## src/rtl/dcip_pkg.sv

```systemverilog
package dcip_pkg;

    // Outcome of the acknowledge scan for one cycle.
    typedef enum logic [1:0] {
        SCAN_IDLE    = 2'd0,
        SCAN_CLAIM   = 2'd1,
        SCAN_BLOCKED = 2'd2,
        SCAN_PASS    = 2'd3
    } scan_out_e;

endpackage

```

## src/rtl/dcip_ack_scan.sv

```systemverilog
module dcip_ack_scan
    import dcip_pkg::*;
#(
    parameter int NCH = 2
) (
    input  logic           ack,
    input  logic [NCH-1:0] svc,
    input  logic [NCH-1:0] pend,
    output logic [NCH-1:0] grant,
    output scan_out_e      outcome
);

    // stop_pre[i]: some channel below index i already stops the scan
    logic [NCH:0]   stop_pre;
    logic [NCH-1:0] hit_svc;

    assign stop_pre[0] = 1'b0;

    for (genvar i = 0; i < NCH; i++) begin : g_chain
        assign stop_pre[i+1] = stop_pre[i] | svc[i] | pend[i];
        assign hit_svc[i]    = svc[i] & ~stop_pre[i];
        assign grant[i]      = ack & pend[i] & ~svc[i] & ~stop_pre[i];
    end

    always_comb begin
        if (!ack)
            outcome = SCAN_IDLE;
        else if (|hit_svc)
            outcome = SCAN_BLOCKED;
        else if (|grant)
            outcome = SCAN_CLAIM;
        else
            outcome = SCAN_PASS;
    end

endmodule

```

## src/rtl/dcip_reti_scan.sv

```systemverilog
module dcip_reti_scan #(
    parameter int NCH = 2
) (
    input  logic           reti,
    input  logic [NCH-1:0] svc,
    output logic [NCH-1:0] release_oh,
    output logic           fwd
);

    logic [NCH:0] seen;

    assign seen[0] = 1'b0;

    for (genvar i = 0; i < NCH; i++) begin : g_first
        assign seen[i+1]     = seen[i] | svc[i];
        assign release_oh[i] = reti & svc[i] & ~seen[i];
    end

    assign fwd = reti & ~seen[NCH];

endmodule

```

## src/rtl/dcip_vec_mux.sv

```systemverilog
module dcip_vec_mux #(
    parameter int NCH = 2,
    parameter int VW  = 8
) (
    input  logic [NCH-1:0]    sel_oh,
    input  logic [NCH*VW-1:0] vecs,
    output logic [VW-1:0]     vec
);

    always_comb begin
        vec = '0;
        for (int i = 0; i < NCH; i++) begin
            vec = vec | (vecs[i*VW +: VW] & {VW{sel_oh[i]}});
        end
    end

endmodule

```

## src/rtl/dcip_top.sv

```systemverilog
module dcip_top
    import dcip_pkg::*;
#(
    parameter int NCH = 2,
    parameter int VW  = 8
) (
    input  logic              clk,
    input  logic              rst_n,
    input  logic              iei,
    input  logic [NCH-1:0]    ch_en,
    input  logic [NCH-1:0]    ch_req,
    input  logic [NCH*VW-1:0] ch_vec,
    input  logic              ack,
    input  logic              reti,
    output logic              int_req,
    output logic              ieo,
    output logic [VW-1:0]     vec_out,
    output logic              vec_valid,
    output logic [NCH-1:0]    req_clr,
    output logic              ack_fwd,
    output logic              reti_fwd
);

    typedef struct packed {
        logic [NCH-1:0] svc;
    } state_t;

    state_t state_q, state_d;

    logic [NCH-1:0] pend;
    logic [NCH-1:0] grant;
    logic [NCH-1:0] release_oh;
    scan_out_e      outcome;
    logic           any_svc;
    logic           any_pend;

    assign pend     = ch_en & ch_req;
    assign any_svc  = |state_q.svc;
    assign any_pend = |pend;

    dcip_ack_scan #(.NCH(NCH)) u_ack (
        .ack     (ack),
        .svc     (state_q.svc),
        .pend    (pend),
        .grant   (grant),
        .outcome (outcome)
    );

    dcip_reti_scan #(.NCH(NCH)) u_reti (
        .reti       (reti),
        .svc        (state_q.svc),
        .release_oh (release_oh),
        .fwd        (reti_fwd)
    );

    dcip_vec_mux #(.NCH(NCH), .VW(VW)) u_vmux (
        .sel_oh (grant),
        .vecs   (ch_vec),
        .vec    (vec_out)
    );

    assign int_req   = iei & ~any_svc & any_pend;
    assign ieo       = iei & ~any_svc & ~any_pend;
    assign vec_valid = (outcome == SCAN_CLAIM);
    assign ack_fwd   = (outcome == SCAN_PASS);
    assign req_clr   = grant;

    always_comb begin
        state_d     = state_q;
        state_d.svc = (state_q.svc & ~release_oh) | grant;
    end

    always_ff @(posedge clk) begin
        if (!rst_n)
            state_q <= '0;
        else
            state_q <= state_d;
    end

    AST_INT_NEEDS_IEI: assert property (@(posedge clk) disable iff (!rst_n)
        int_req |-> iei);
    AST_IEO_INT_EXCL: assert property (@(posedge clk) disable iff (!rst_n)
        !(ieo && int_req));
    AST_CLR_ONEHOT: assert property (@(posedge clk) disable iff (!rst_n)
        $onehot0(req_clr));
    AST_CLAIM_SETS_SVC: assert property (@(posedge clk) disable iff (!rst_n)
        vec_valid |=> (state_q.svc != '0));
    AST_BLOCKED_QUIET: assert property (@(posedge clk) disable iff (!rst_n)
        (ack && !reti && any_svc && !vec_valid) |=> $stable(state_q.svc));
    AST_FWD_NOT_CLAIM: assert property (@(posedge clk) disable iff (!rst_n)
        !(ack_fwd && vec_valid));
    AST_RETI_FWD_IDLE: assert property (@(posedge clk) disable iff (!rst_n)
        reti_fwd |-> (state_q.svc == '0));
    AST_VEC_ZERO: assert property (@(posedge clk) disable iff (!rst_n)
        !vec_valid |-> (vec_out == '0));

endmodule

```

## config.mk

```make
export PLATFORM = sky130hd
export DESIGN_NAME = dcip_top
export DESIGN_NICKNAME = d
export VERILOG_FILES = /design/src/rtl/dcip_pkg.sv /design/src/rtl/dcip_ack_scan.sv /design/src/rtl/dcip_reti_scan.sv /design/src/rtl/dcip_vec_mux.sv /design/src/rtl/dcip_top.sv
export SDC_FILE = /design/constraint.sdc
export NUM_CORES = 1
export LEC_CHECK = 0
export ABC_AREA = 0
export CAP_MARGIN = 20
export CORE_AREA = 2 2 39 41
export CTS_CLUSTER_SIZE = 10
export DETAILED_ROUTE_END_ITERATION = 8
export DIE_AREA = 0 0 41 43
export GPL_TIMING_DRIVEN = 0
export MAX_ROUTING_LAYER = met4
export PLACE_DENSITY = 0.83
export RECOVER_POWER = 25
export SYNTH_ARGS = -nofsm -noshare
export SYNTH_HDL_FRONTEND = slang
export SYNTH_SLANG_ARGS = --single-unit
export TNS_END_PERCENT = 5
```

## constraint.sdc

```tcl
create_clock -name clk -period 1.35 [get_ports clk]
set_input_delay 0.135 -clock clk [delete_from_list [all_inputs] [get_ports clk]]
set_output_delay 0.135 -clock clk [all_outputs]
set_load 0.05 [all_outputs]
```

==> results <==
- The flow ran to the end, but the final reports show violations.
- The checks that failed: negative setup slack.
- The leading area contributor after synthesis is sky130_fd_sc_hd__a22o_1.
- The first global-routing pass estimated 1.773 mm of wire.
- The remaining antenna violation count is 0.
- The endpoint arrival time on the critical path is 1.63 ns.
- The number of standard cells after synthesis is 30.
- The worst hold margin is 0.4781 ns.
- Across all layers, the routed design uses 399 vias.
- Counting cells, the worst reg-to-reg path comes to 5.
- Entering global routing, the biggest net connects 11 pins.
- The post-route core utilization is 58.95%.
- Summed over all layers, the routed wires come to 1.118 mm.
- The post-layout total power is 496.3 uW.
- The number of global-route vias before repair is 423.
- During placement, the flow inserted port buffers numbering 39.
- The number of H-tree levels is 1.
- The CTS clock-pin slew for the worst setup and hold paths is 0.03 ns.
- The area fraction of the dominant cell type after synthesis is 30.27%.
- By area the synthesized netlist is led by sky130_fd_sc_hd__a22o_1, sky130_fd_sc_hd__dfxtp_1, sky130_fd_sc_hd__nand2_1, sky130_fd_sc_hd__nor2_1, sky130_fd_sc_hd__o21a_1.
- Internal power comes to 313.5 uW.
- The root buffer selected by CTS is sky130_fd_sc_hd__clkbuf_4.
- The number of flops mapped to enable cells by yosys is 0.
- Setup violations remaining at the end of the flow were counted as 13.
- The async set-or-reset flop fraction in the synthesized netlist is 0%.
- CTS saw 2 sinks.
- The insertion delay to the later sink of the worst-skew pair is 0.22 ns.
- The clock tree from TritonCTS is yes.
- Yosys instantiated no cell more often than sky130_fd_sc_hd__a22o_1.
- The longest clock path from root to sink contains 2 buffers.
- The most instantiated flip-flop cell in the synthesis netlist is sky130_fd_sc_hd__dfxtp_1.
- The count of standard-cell rows is 14.
- The initial standard-cell utilization of the core is 16.73%.
- The detailed placement HPWL is 841.7 microns.
- The proportion of total power due to net switching is 36.83%.
- Dividing the final minimum period by the clock period gives 131.0%.
- The register share of total power is 12.9%.
- The core outline area is 1384 sq um.
- The startpoint identified for the worst hold timing path is rst_n.
- The timing-limited maximum frequency is 565.5 MHz.
- VDD sags by at most 459.4 uV.
- Using the TritonRoute via totals, the vias-per-cell ratio works out to 4.385.
- The final routed wire length divided by cell count is 12.29 microns.
- Combinational cells account for 61.5% of the total power.
- The worst reg2reg path endpoint is state_q[1].
- The pre-CTS worst setup slack is -1.112 ns.
- The post-route DRC violation count is 0.
- The horizontal die dimension is 41 microns.
- The analysis attributes to cell leakage a power of 0.0003739 uW.
- The routed design could run at a clock period as short as 1.768 ns.
- In this run the tightest slew margin relative to its limit is 83.37%.
- By count the netlist is led by sky130_fd_sc_hd__a22o_1, sky130_fd_sc_hd__nand2_1, sky130_fd_sc_hd__nor2_1.
- The post-synth net total is 55.
- The post-layout worst setup margin is -0.4184 ns.
- Summed over all layers, the global routing overflow is 0.
- The share of post-route cells with drive strength above 1 is 50.67%.
- The vertical die dimension is 43 microns.
- The largest registers in the layout are state_q: 2 flops.
- The register with the most flip-flops in the layout has 2 of them.
- The count of endpoints failing hold in the final timing report is 0.
- The number of max-cap violations is 0.
- Once placement finished, the instance area stood at 711.9 sq um.
- For hold timing, the worst endpoint is state_q[1].
- The design area is 815.8 sq um.
- For this run, the detailed router's first-pass iteration total came to 1.
- 0 antenna diodes ended up in the layout.
- The register bank with the most flops is state_q.
- Clock tree synthesis inserted a total of 3 buffers.
- The area enclosed by the die boundary is 1763 sq um.
- For this run, the total global-route usage over all layers was measured as 14.97%.
- The mean post-synth cell area is 7.716 sq um.
- The final-report max-slew violation count is 0.
- After the first detailed-routing iteration, the DRC count stood at 0.
- The clock share of power is 25.6%.
- For this design the ratio of total power to cell area is 608.4 nW/um^2.
- Across all register-to-register paths, the minimum setup slack is -0.06 ns.
- After synthesis the cells add up to 231.5 sq um.
- The startpoint type of the worst setup path is a register.
- The required time of the critical path is 1.22 ns.
- The startpoint identified for the worst register-to-register timing path is state_q[0].
- The path class of the tightest hold or removal check is in -> reg.
- Relative to the synthesized area, the layout overhead comes to 252.4%.
- The total I/O pin count is 40.
- The count of state elements after synthesis is 2.
- The hold buffer count at CTS is 0.
- The count of cells along the worst hold path is 2.
- In this run the worst path has a maximum fanout of 5.
- During synthesis, Yosys emitted a total of 0 warnings.
- The kind of end point of the critical path is an output pin.
- The final layout contains 102 nets.
- The congestion estimate from routability-driven global placement came to 0.6011.
- The number of antenna violations at the first check in global routing is 0.
- The switching power total is 182.8 uW.
- The number of distinct standard cells referenced by the synthesized netlist is 15.
- At the pin with the least slew margin, the transition time is 0.2512 ns.
- The critical path is of the reg -> out type.
- Across the routed clock network, the largest skew measured is 0.003855 ns.
- Setup repair after global routing could not meet its margin everywhere.
- The register area share after synthesis is 17.30%.
==> routing by layer <==
| layer | global-route usage, % | part of all wire (%) |
|---|---|---|
| met2 | 24.69 | 54 |
| met3 | 2.094 | 6.3 |
| met1 | 18.15 | 40 |
| met4 | 4.000 | 0 |
| met5 | - | 0 |
==> cells by family (layout without fill, tap and decap cells) <==
family                 count (synthesis)  count (layout)  synth area share [%]
and+or+nand+nor                       13              13                 31.89
AOI/OAI and AO/OA                     12              12                 42.16
DFF                                    2               2                 17.30
buffers and inverters                  3              48                 8.645
==> layout by cell type, fill, tap and decap left out, types with 2 or more instances in the layout <==
master | Yosys | final
sky130_fd_sc_hd__buf_8 | 0 | 8
sky130_fd_sc_hd__buf_4 | 0 | 2
sky130_fd_sc_hd__buf_6 | 1 | 7
sky130_fd_sc_hd__clkbuf_4 | 0 | 4
sky130_fd_sc_hd__buf_2 | 1 | 2
sky130_fd_sc_hd__nor2_1 | 4 | 2
sky130_fd_sc_hd__a22o_4 | 0 | 8
sky130_fd_sc_hd__clkdlybuf4s50_1 | 0 | 23
sky130_fd_sc_hd__dfxtp_2 | 0 | 2
sky130_fd_sc_hd__nand2_1 | 4 | 4
sky130_fd_sc_hd__nor2_2 | 0 | 2
sky130_fd_sc_hd__o21a_1 | 2 | 2
==> metrics by stage <==
step	TNS (ns)	std cells
after floorplan	-1.429	30
after global placement	-13.76	85
after detailed placement	-13.83	85
after CTS	-4.655	90
after global routing	-5.369	91
final	-4.286	91
==> worst max-delay path by stage <==
stage	startpoint	to	depth (start not counted)
floorplan	state_q[1]	ack_fwd	2
global placement	ack	vec_out[5]	6
detailed placement	ack	vec_out[7]	6
CTS	state_q[1]	vec_out[0]	5
global route	state_q[0]	vec_out[3]	5
finish	state_q[0]	vec_out[3]	5
==> critical path: stages (launching register included) <==
cell	delay, ns
sky130_fd_sc_hd__dfxtp_2	0.32
sky130_fd_sc_hd__or3b_4	0.41
sky130_fd_sc_hd__nor3b_4	0.25
sky130_fd_sc_hd__buf_6	0.17
sky130_fd_sc_hd__a22o_4	0.14
sky130_fd_sc_hd__buf_8	0.13
==> power groups by stage <==
stage                     Sequential (uW)  Clock [uW]  Combinational [uW]
after floorplan                      64.0           0                 148
after global placement               64.3           0                 274
after detailed placement             64.4           0                 276
after CTS                            63.9         135                 298
after global routing                 64.3         147                 319
final                                64.2         127                 305
==> what timing repair did <==
item	CTS	global route
pin swaps	1	3
resized for setup	106	15
cloned	1	0
buffers inserted	1	1
endpoints found under the setup margin	16	16
==> area by class of cell <==
cell class / instances / area (sq um)
Clock buffer: 3 / 22.52
Sequential cell: 2 / 42.54
Multi-Input combinational cell: 25 / 256.5
Tap cell: 16 / 20.02
Inverter: 1 / 3.754
Fill cell: 133 / 568.0
Timing Repair Buffer: 42 / 451.7
Buffer: 2 / 18.77
Note: power is estimated with default switching activity, not from simulation.
